**src/rtl/errcap_pkg.sv**
```systemverilog
package errcap_pkg;

    localparam int REG_W      = 32;
    localparam int NODE_W     = 4;

    // status bit positions with special handling
    localparam int ST_LKTO    = 3;
    localparam int ST_CWD     = 17;
    localparam int ST_CRD_A   = 18;
    localparam int ST_CRD_B   = 19;
    localparam int ST_DTO     = 31;

    // implemented status bits and lock-exempt syndrome bits
    localparam logic [REG_W-1:0] ST_IMPL_MASK = 32'hFFFF_07FF;
    localparam logic [REG_W-1:0] ST_SYND_MASK = 32'h00F0_0000;

    // configuration bit positions
    localparam int CF_CWD_IRQ_OFF = 0;
    localparam int CF_CRD_IRQ_OFF = 1;
    localparam int CF_LKTO_OFF    = 2;
    localparam int CF_DTO_OFF     = 3;
    localparam int CF_NODE_LO     = 4;
    localparam int CF_LOFE        = 31;

    typedef enum logic [0:0] {
        LK_OPEN = 1'b0,
        LK_HELD = 1'b1
    } lock_state_e;

    typedef struct packed {
        logic              lofe;
        logic [NODE_W-1:0] node_id;
        logic              dto_off;
        logic              lkto_off;
        logic              crd_irq_off;
        logic              cwd_irq_off;
    } cfg_t;

endpackage

```
**src/rtl/errcap_cfg_reg.sv**
```systemverilog
module errcap_cfg_reg
    import errcap_pkg::*;
#(
    parameter int W      = REG_W,
    parameter int NID_W  = NODE_W
) (
    input  logic         clk,
    input  logic         rst_n,
    input  logic         wr_en,
    input  logic [W-1:0] wdata,
    output cfg_t         cfg_q,
    output logic [W-1:0] cfg_rdata
);
    localparam int NODE_HI = CF_NODE_LO + NID_W - 1;

    always_ff @(posedge clk) begin
        if (!rst_n) begin
            cfg_q <= '0;
        end else if (wr_en) begin
            cfg_q.cwd_irq_off <= wdata[CF_CWD_IRQ_OFF];
            cfg_q.crd_irq_off <= wdata[CF_CRD_IRQ_OFF];
            cfg_q.lkto_off    <= wdata[CF_LKTO_OFF];
            cfg_q.dto_off     <= wdata[CF_DTO_OFF];
            cfg_q.node_id     <= wdata[NODE_HI:CF_NODE_LO];
            cfg_q.lofe        <= wdata[CF_LOFE];
        end
    end

    always_comb begin
        cfg_rdata                      = '0;
        cfg_rdata[CF_CWD_IRQ_OFF]      = cfg_q.cwd_irq_off;
        cfg_rdata[CF_CRD_IRQ_OFF]      = cfg_q.crd_irq_off;
        cfg_rdata[CF_LKTO_OFF]         = cfg_q.lkto_off;
        cfg_rdata[CF_DTO_OFF]          = cfg_q.dto_off;
        cfg_rdata[NODE_HI:CF_NODE_LO]  = cfg_q.node_id;
        cfg_rdata[CF_LOFE]             = cfg_q.lofe;
    end

    // a write lands in the register on the next edge
    assert_cfg_write_R11: assert property (@(posedge clk) disable iff (!rst_n)
        wr_en |=> (cfg_q.lofe == $past(wdata[CF_LOFE])))
        else $error("cfg lofe not written");

endmodule

```
**src/rtl/errcap_lock_fsm.sv**
```systemverilog
module errcap_lock_fsm
    import errcap_pkg::*;
#(
    parameter int W = REG_W
) (
    input  logic         clk,
    input  logic         rst_n,
    input  logic         lofe,
    input  logic [W-1:0] set_vec,
    input  logic         next_zero,
    output logic         hold,
    output lock_state_e  state_q
);
    lock_state_e state_d;
    logic        lock_trig;

    assign lock_trig = |(set_vec & ~ST_SYND_MASK);

    // state register
    always_ff @(posedge clk) begin
        if (!rst_n) state_q <= LK_OPEN;
        else        state_q <= state_d;
    end

    // next state
    always_comb begin
        state_d = state_q;
        unique case (state_q)
            LK_OPEN: if (lofe && lock_trig)     state_d = LK_HELD;
            LK_HELD: if (!lofe || next_zero)    state_d = LK_OPEN;
            default:                            state_d = LK_OPEN;
        endcase
    end

    // outputs
    always_comb begin
        unique case (state_q)
            LK_HELD: hold = lofe;
            default: hold = 1'b0;
        endcase
    end

    assert_lock_on_first_R4: assert property (@(posedge clk) disable iff (!rst_n)
        (state_q == LK_OPEN && lofe && lock_trig) |=> (state_q == LK_HELD))
        else $error("lock not taken");

    assert_synd_no_lock_R5: assert property (@(posedge clk) disable iff (!rst_n)
        (state_q == LK_OPEN && (set_vec & ~ST_SYND_MASK) == '0) |=> (state_q == LK_OPEN))
        else $error("syndrome caused lock");

    assert_release_on_zero_R7: assert property (@(posedge clk) disable iff (!rst_n)
        (state_q == LK_HELD && next_zero) |=> (state_q == LK_OPEN))
        else $error("lock kept after full clear");

    assert_release_on_disable_R8: assert property (@(posedge clk) disable iff (!rst_n)
        (state_q == LK_HELD && !lofe) |=> (state_q == LK_OPEN))
        else $error("lock kept after enable cleared");

endmodule

```
**src/rtl/errcap_evt_filter.sv**
```systemverilog
module errcap_evt_filter
    import errcap_pkg::*;
#(
    parameter int W = REG_W
) (
    input  logic [W-1:0] evt,
    input  cfg_t         cfg,
    input  logic         hold,
    output logic [W-1:0] set_vec
);
    logic [W-1:0] det_mask;

    always_comb begin
        det_mask          = ST_IMPL_MASK;
        det_mask[ST_LKTO] = ST_IMPL_MASK[ST_LKTO] & ~cfg.lkto_off;
        det_mask[ST_DTO]  = ST_IMPL_MASK[ST_DTO]  & ~cfg.dto_off;
        set_vec           = hold ? '0 : (evt & det_mask);
    end

endmodule

```
**src/rtl/errcap_status_reg.sv**
```systemverilog
module errcap_status_reg
    import errcap_pkg::*;
#(
    parameter int W = REG_W
) (
    input  logic         clk,
    input  logic         rst_n,
    input  logic [W-1:0] set_vec,
    input  logic [W-1:0] clr_vec,
    input  logic         hold,
    output logic [W-1:0] status_q,
    output logic [W-1:0] status_d
);
    always_comb status_d = ((status_q & ~clr_vec) | set_vec) & ST_IMPL_MASK;

    for (genvar b = 0; b < W; b++) begin : g_bit
        if (ST_IMPL_MASK[b]) begin : g_impl
            always_ff @(posedge clk) begin
                if (!rst_n) status_q[b] <= 1'b0;
                else        status_q[b] <= status_d[b];
            end
        end else begin : g_tie
            assign status_q[b] = 1'b0;
        end
    end

    assert_discard_when_locked_R6: assert property (@(posedge clk) disable iff (!rst_n)
        (hold && clr_vec == '0) |=> $stable(status_q))
        else $error("status moved while locked");

    assert_w1c_R3: assert property (@(posedge clk) disable iff (!rst_n)
        (clr_vec != '0) |=> ((status_q & $past(clr_vec & ~set_vec)) == '0))
        else $error("cleared bit survived");

endmodule

```
**src/rtl/bus_err_capture.sv**
```systemverilog
module bus_err_capture
    import errcap_pkg::*;
#(
    parameter int W = REG_W
) (
    input  logic         clk,
    input  logic         rst_n,
    input  logic         reg_wr,
    input  logic         reg_addr,
    input  logic [W-1:0] reg_wdata,
    output logic [W-1:0] reg_rdata,
    input  logic [W-1:0] err_evt,
    output logic         irq_o
);
    cfg_t         cfg_q;
    logic [W-1:0] cfg_rdata;
    logic [W-1:0] set_vec;
    logic [W-1:0] clr_vec;
    logic [W-1:0] status_q;
    logic [W-1:0] status_d;
    logic [W-1:0] irq_mask;
    logic         hold;
    lock_state_e  lk_state;

    assign clr_vec = (reg_wr && !reg_addr) ? reg_wdata : '0;

    errcap_cfg_reg #(.W(W), .NID_W(NODE_W)) u_cfg (
        .clk       (clk),
        .rst_n     (rst_n),
        .wr_en     (reg_wr && reg_addr),
        .wdata     (reg_wdata),
        .cfg_q     (cfg_q),
        .cfg_rdata (cfg_rdata)
    );

    errcap_evt_filter #(.W(W)) u_filt (
        .evt     (err_evt),
        .cfg     (cfg_q),
        .hold    (hold),
        .set_vec (set_vec)
    );

    errcap_status_reg #(.W(W)) u_stat (
        .clk      (clk),
        .rst_n    (rst_n),
        .set_vec  (set_vec),
        .clr_vec  (clr_vec),
        .hold     (hold),
        .status_q (status_q),
        .status_d (status_d)
    );

    errcap_lock_fsm #(.W(W)) u_lock (
        .clk       (clk),
        .rst_n     (rst_n),
        .lofe      (cfg_q.lofe),
        .set_vec   (set_vec),
        .next_zero (status_d == '0),
        .hold      (hold),
        .state_q   (lk_state)
    );

    always_comb begin
        irq_mask           = '1;
        irq_mask[ST_CWD]   = ~cfg_q.cwd_irq_off;
        irq_mask[ST_CRD_A] = ~cfg_q.crd_irq_off;
        irq_mask[ST_CRD_B] = ~cfg_q.crd_irq_off;
        irq_o              = |(status_q & irq_mask);
        reg_rdata          = reg_addr ? cfg_rdata : status_q;
    end

    assert_irq_quiet_R10: assert property (@(posedge clk) disable iff (!rst_n)
        (status_q == '0) |-> !irq_o)
        else $error("irq with empty status");

    assert_lkto_drop_R9: assert property (@(posedge clk) disable iff (!rst_n)
        (cfg_q.lkto_off && !status_q[ST_LKTO]) |=> !status_q[ST_LKTO])
        else $error("bank lock timeout recorded while disabled");

    assert_dto_drop_R9: assert property (@(posedge clk) disable iff (!rst_n)
        (cfg_q.dto_off && !status_q[ST_DTO]) |=> !status_q[ST_DTO])
        else $error("data timeout recorded while disabled");

    assert_reset_open_R1: assert property (@(posedge clk)
        !rst_n |=> (lk_state == LK_OPEN))
        else $error("lock state after reset");

endmodule

```
**config.mk**
```make
export PLATFORM = sky130hd
export DESIGN_NAME = bus_err_capture
export DESIGN_NICKNAME = d
export VERILOG_FILES = /design/src/rtl/errcap_pkg.sv /design/src/rtl/errcap_cfg_reg.sv /design/src/rtl/errcap_lock_fsm.sv /design/src/rtl/errcap_evt_filter.sv /design/src/rtl/errcap_status_reg.sv /design/src/rtl/bus_err_capture.sv
export SDC_FILE = /design/constraint.sdc
export NUM_CORES = 1
export LEC_CHECK = 0
export ABC_AREA = 1
export BUFFER_PORTS_ARGS = -buffer_cell sky130_fd_sc_hd__buf_4
export CAP_MARGIN = 20
export CORE_MARGIN = 2
export CORE_UTILIZATION = 23
export DETAILED_ROUTE_END_ITERATION = 12
export SLEW_MARGIN = 30
export SYNTH_ARGS = -nofsm -noshare
export SYNTH_HDL_FRONTEND = slang
export SYNTH_SLANG_ARGS = --single-unit
```
**constraint.sdc**
```tcl
create_clock -name clk -period 2.05 [get_ports clk]
set_clock_uncertainty 0.05 [all_clocks]
set_input_delay 0.3075 -clock clk [delete_from_list [all_inputs] [get_ports clk]]
set_output_delay 0.3075 -clock clk [all_outputs]
set_load 0.02 [all_outputs]
```
* Word level (Yosys, flattened, before mapping)
Index checks and enable logic that the tools add are counted.
** Operators by class
- Multiplexer cells :: 7
- Bitwise operators :: 10
- Reductions and logical operators :: 9
** Operators with widths (count)
- 32-bit AND :: 3
- 32-bit two-way mux :: 3
- 32-bit zero test :: 1
- 32-bit NOT :: 1
- 32-bit OR :: 1
- 32-bit OR reduction :: 1
- 28-bit OR reduction :: 1
- 1-bit NOT :: 5
- 1-bit logical AND :: 3
- 1-bit two-way mux :: 3
- 1-bit zero test :: 2
- 1-bit case mux with 2 select lines :: 1
- 1-bit logical OR :: 1
** Word-level totals
- Bits in registers :: 37
- Input bits :: 68
- Output and inout bits :: 33
- Word-level logic and storage cells :: 60

* Logic depth before layout (Yosys ltp)
- Word-level depth :: 10
- Gate-level depth with buffers :: 12
- Gate-level depth less buffers :: 10

* Modules after synthesis
From an unflattened synthesis, not the netlist that was laid out.
** Second synthesis, totals
- Cell total of the unflattened synthesis :: 596
- Area, all modules :: 3335.7 sq um
** By module, submodules not included
- errcap_status_reg :: times used 1, cells an instance 176, area an instance 1261.2 sq um, seq. area each 540.5 sq um
- bus_err_capture :: times used 1, cells an instance 230, area an instance 942.2 sq um, seq. area each 0.0 sq um
- errcap_cfg_reg :: times used 1, cells an instance 90, area an instance 690.7 sq um, seq. area each 180.2 sq um
- errcap_evt_filter :: times used 1, cells an instance 65, area an instance 287.8 sq um, seq. area each 0.0 sq um
- errcap_lock_fsm :: times used 1, cells an instance 35, area an instance 153.9 sq um, seq. area each 20.0 sq um

* Worst setup path before layout
No wires, ideal clock.
- Kind :: input to output
- Start :: input port reg_addr
- End :: output port reg_rdata[1]
- Arrival time :: 1282 ps
- Required time :: 1692 ps
- Path slack :: 410 ps
- Stages :: 5
- Path buffers :: 3
- Path through :: buf_6 -> inv_4 -> buf_6 -> clkbuf_1 -> o21ai_0
** On the way
- Cells in the longest elaborated chain, start to end :: 1
** RTL lines
- start: declaration :: RTL line bus_err_capture.sv:9 : input logic reg_addr,
- 32-bit two-way mux :: RTL line bus_err_capture.sv:69 : reg_rdata = reg_addr ? cfg_rdata : status_q;
- end: declaration :: RTL line bus_err_capture.sv:11 : output logic [W-1:0] reg_rdata,
Every way passes these cells.

* Final worst setup path
- Start :: register u_stat.status_q[1]
- End :: output port irq_o
** On the way
- Cells in the longest elaborated chain, start to end :: 2
** RTL lines
- start: declaration :: RTL line errcap_status_reg.sv:11 : output logic [W-1:0] status_q,
- start signal: indexed assignment :: RTL line errcap_status_reg.sv:20 : else status_q[b] <= status_d[b];
- 32-bit AND :: RTL line bus_err_capture.sv:68 : irq_o = |(status_q & irq_mask);
- 32-bit OR reduction :: RTL line bus_err_capture.sv:68
- end: declaration :: RTL line bus_err_capture.sv:13 : output logic irq_o
Every way passes these cells.

==> flow_summary.toml <==
[status]
status = "finished clean"

[sta]
hold_violations = 0
grt_setup_unrepaired = "no"
period_share_pct = 97.2
finalSetupTns_ns = 0
setup_viol = 0
min_period_ns = 1.99
slew_viol_final = 0
fmax_mhz = 502

[yosys]
synthMuxAreaShare_pct = 0
syn_avg_cell_area_um2 = 6.10
synth_top_family_by_area = "simple AND/OR/NAND/NOR gates"
synthSimpleGateAreaFrac_pct = 39.2
ys_ff_latch = 37
synthXorXnorAreaFrac_pct = 0
synth-compound-area-share_pct = 11.9
yosys-top-cells-area = "dfxtp_1 35%, nand2_1 15%, nor2_1 12%"
synth_area_leader_cell = "dfxtp_1"
synth.top_cell.area_share_pct = 35.3
syn_inst = 344
yosysUniqueCellTypes = 23
syn-cell-area_um2 = 2100
synthAdderAreaFrac_pct = 0
synth_warnings = 0
ys_seq_area_share_pct = 35.3

[final_layout]
final_area_um2 = 2910
drive_gt1_share_pct = 24.4
nNetsFinal = 493
fin_cells = 534
fin_util_pct = 33.1
area_growth_pct = 38.8
antenna_cells = 0

[floorplanning]
rows = 34
die_height_um = 99.5
core-area_um2 = 8810
die_x_um = 99.5
pin_count = 101
dieArea_um2 = 9910
start_util_pct = 23.8

[place]
dp_cells = 526
place_area_um2 = 2790
io_buffer_count = 85
post-dp-hpwl_um = 5480
gp_congestion = 0.820

[critical_path]
crit_path_start_kind = "flip-flop"
crit_path_max_fanout = 3
crit_type = "reg2out"
cp.required_ns = 1.69
worstPathArrival_ns = 1.64
regToRegSetupSlack_ns = 0.52
end_kind = "primary output"

[route]
dr_total_vias = 2391
ant_nets = 0
dr.pass1.iters = 4
viasPerCell = 4.48
drc_errors = 0
route.detailed.wl_per_inst_um = 13.3
drt-total-wl_um = 7110
drt_first_iter_violations = 107

[power]
leakage_uw = 0.00145
max-vdd-ir-drop_mv = 0.238
power_uw = 1910
p_per_area_nw_per_um2 = 655

[clock_network]
clock_tree.root_cell = "clkbuf_8"
htreeDepth = 2
clock_sinks = 37
cts_buffer_depth = 2
tritoncts = "done"
clkTransAtPathRegs_ns = 0.08
cts_hold_buf = 0
ctsResizeCount = 0
cts_setup_buffers = 0
cts-buffers-inserted = 5
worstSkewPairLatency_ns = 0.30

[grt]
grt_pass1_wl_um = 11100
grt_pass1_vias = 2311
grt_overflow = 0
grt_usage_pct = 14.3
antenna_found_initial = 0
grt_max_degree = 38

[min_path]
hp-class = "in2reg"

[run]
drv_cap = 0
synthesized netlist by cell type (all sizes together):
library cell and n:
o211ai 1, nand3b 1, a21oi 31, clkinv 1, dfxtp 37, nand4 4
conb 1, buf 15, a21boi 1, nor2 67, inv 36, clkbuf 6
a31oi 1, nand3 35, nand2 87, nor3 4, nor4 2, o21ai 14
path summary, 6_finish.rpt:
kind / startpoint / endpoint / depth (start not counted)
worst max-delay path: u_stat.status_q[1] / irq_o / 5
worst min-delay path: reg_wdata[2] / u_cfg.cfg_q[2] / 3
worst max register to register: u_lock.state_q / u_lock.state_q / 10
worst min register to register: u_cfg.cfg_q[6] / u_cfg.cfg_q[6] / 2
cells by family after synthesis:
| kind of cell | count (synthesis) |
|---|---|
| simple gates | 200 |
| compound gates | 48 |
| other cells | 1 |
| flops | 37 |
| buf+inv | 58 |
area by class of cell:
class	instances	area [um2]
inverter	37	141
clock buffer	5	68.8
multi-input combinational	253	1100
timing repair buffer	91	683
sequential	37	741
clock inverter	3	46.3
fill	990	5890
tap	108	135
metal layers:
layer | share of wire (%) | up-vias | wire, um | track usage, %
met1 | 48 | 1058 | 3410 | 19.5
met3 | 6.4 | 6 | 456 | 3.30
met5 | 0 | - | 0 | 0
met2 | 45 | 93 | 3180 | 23.2
li1 | - | 1234 | - | -
met4 | 0.87 | 0 | 62 | 3.16
critical path: stages, from the launching register on:
cell	delay [ns]
dfxtp_1	0.33
nor4_1	0.36
nand3_1	0.18
nor3_1	0.21
nand2_1	0.10
buf_4	0.17
where the power goes:
group	total [uW]	leakage [uW]	switching (uW)	internal (uW)
registers	804	0.000309	32.9	771
clock network	660	0.0000543	295	364
logic	446	0.00108	254	192
total	1910	0.00145	582	1330
through the flow:
| stage | hold WS (ns) | setup slack, ns |
|---|---|---|
| 6_report | 0.233 | 0.0569 |
| 5_1_grt | 0.247 | 0.00371 |
| 4_1_cts | 0.225 | 0.0473 |
| 3_5_place_dp | 0.424 | 0.325 |
| 3_3_place_gp | 0.413 | 0.336 |
| 2_1_floorplan | 0.389 | 0.410 |
layout by cell type (no fill, tap or decap), drive strengths merged, types with 5 or more instances in the layout:
master	n
buf	91
nand2	87
nor2	67
dfxtp	37
inv	36
nand3	35
a21oi	31
o21ai	14
conb	5
clkbuf	5
flip-flops by register name (all words and copies together) (netlist names):
name and flops:
u_stat.status_q 27, u_cfg.cfg_q 9, u_lock.state_q 1
Power figures use the tool's default switching activity.
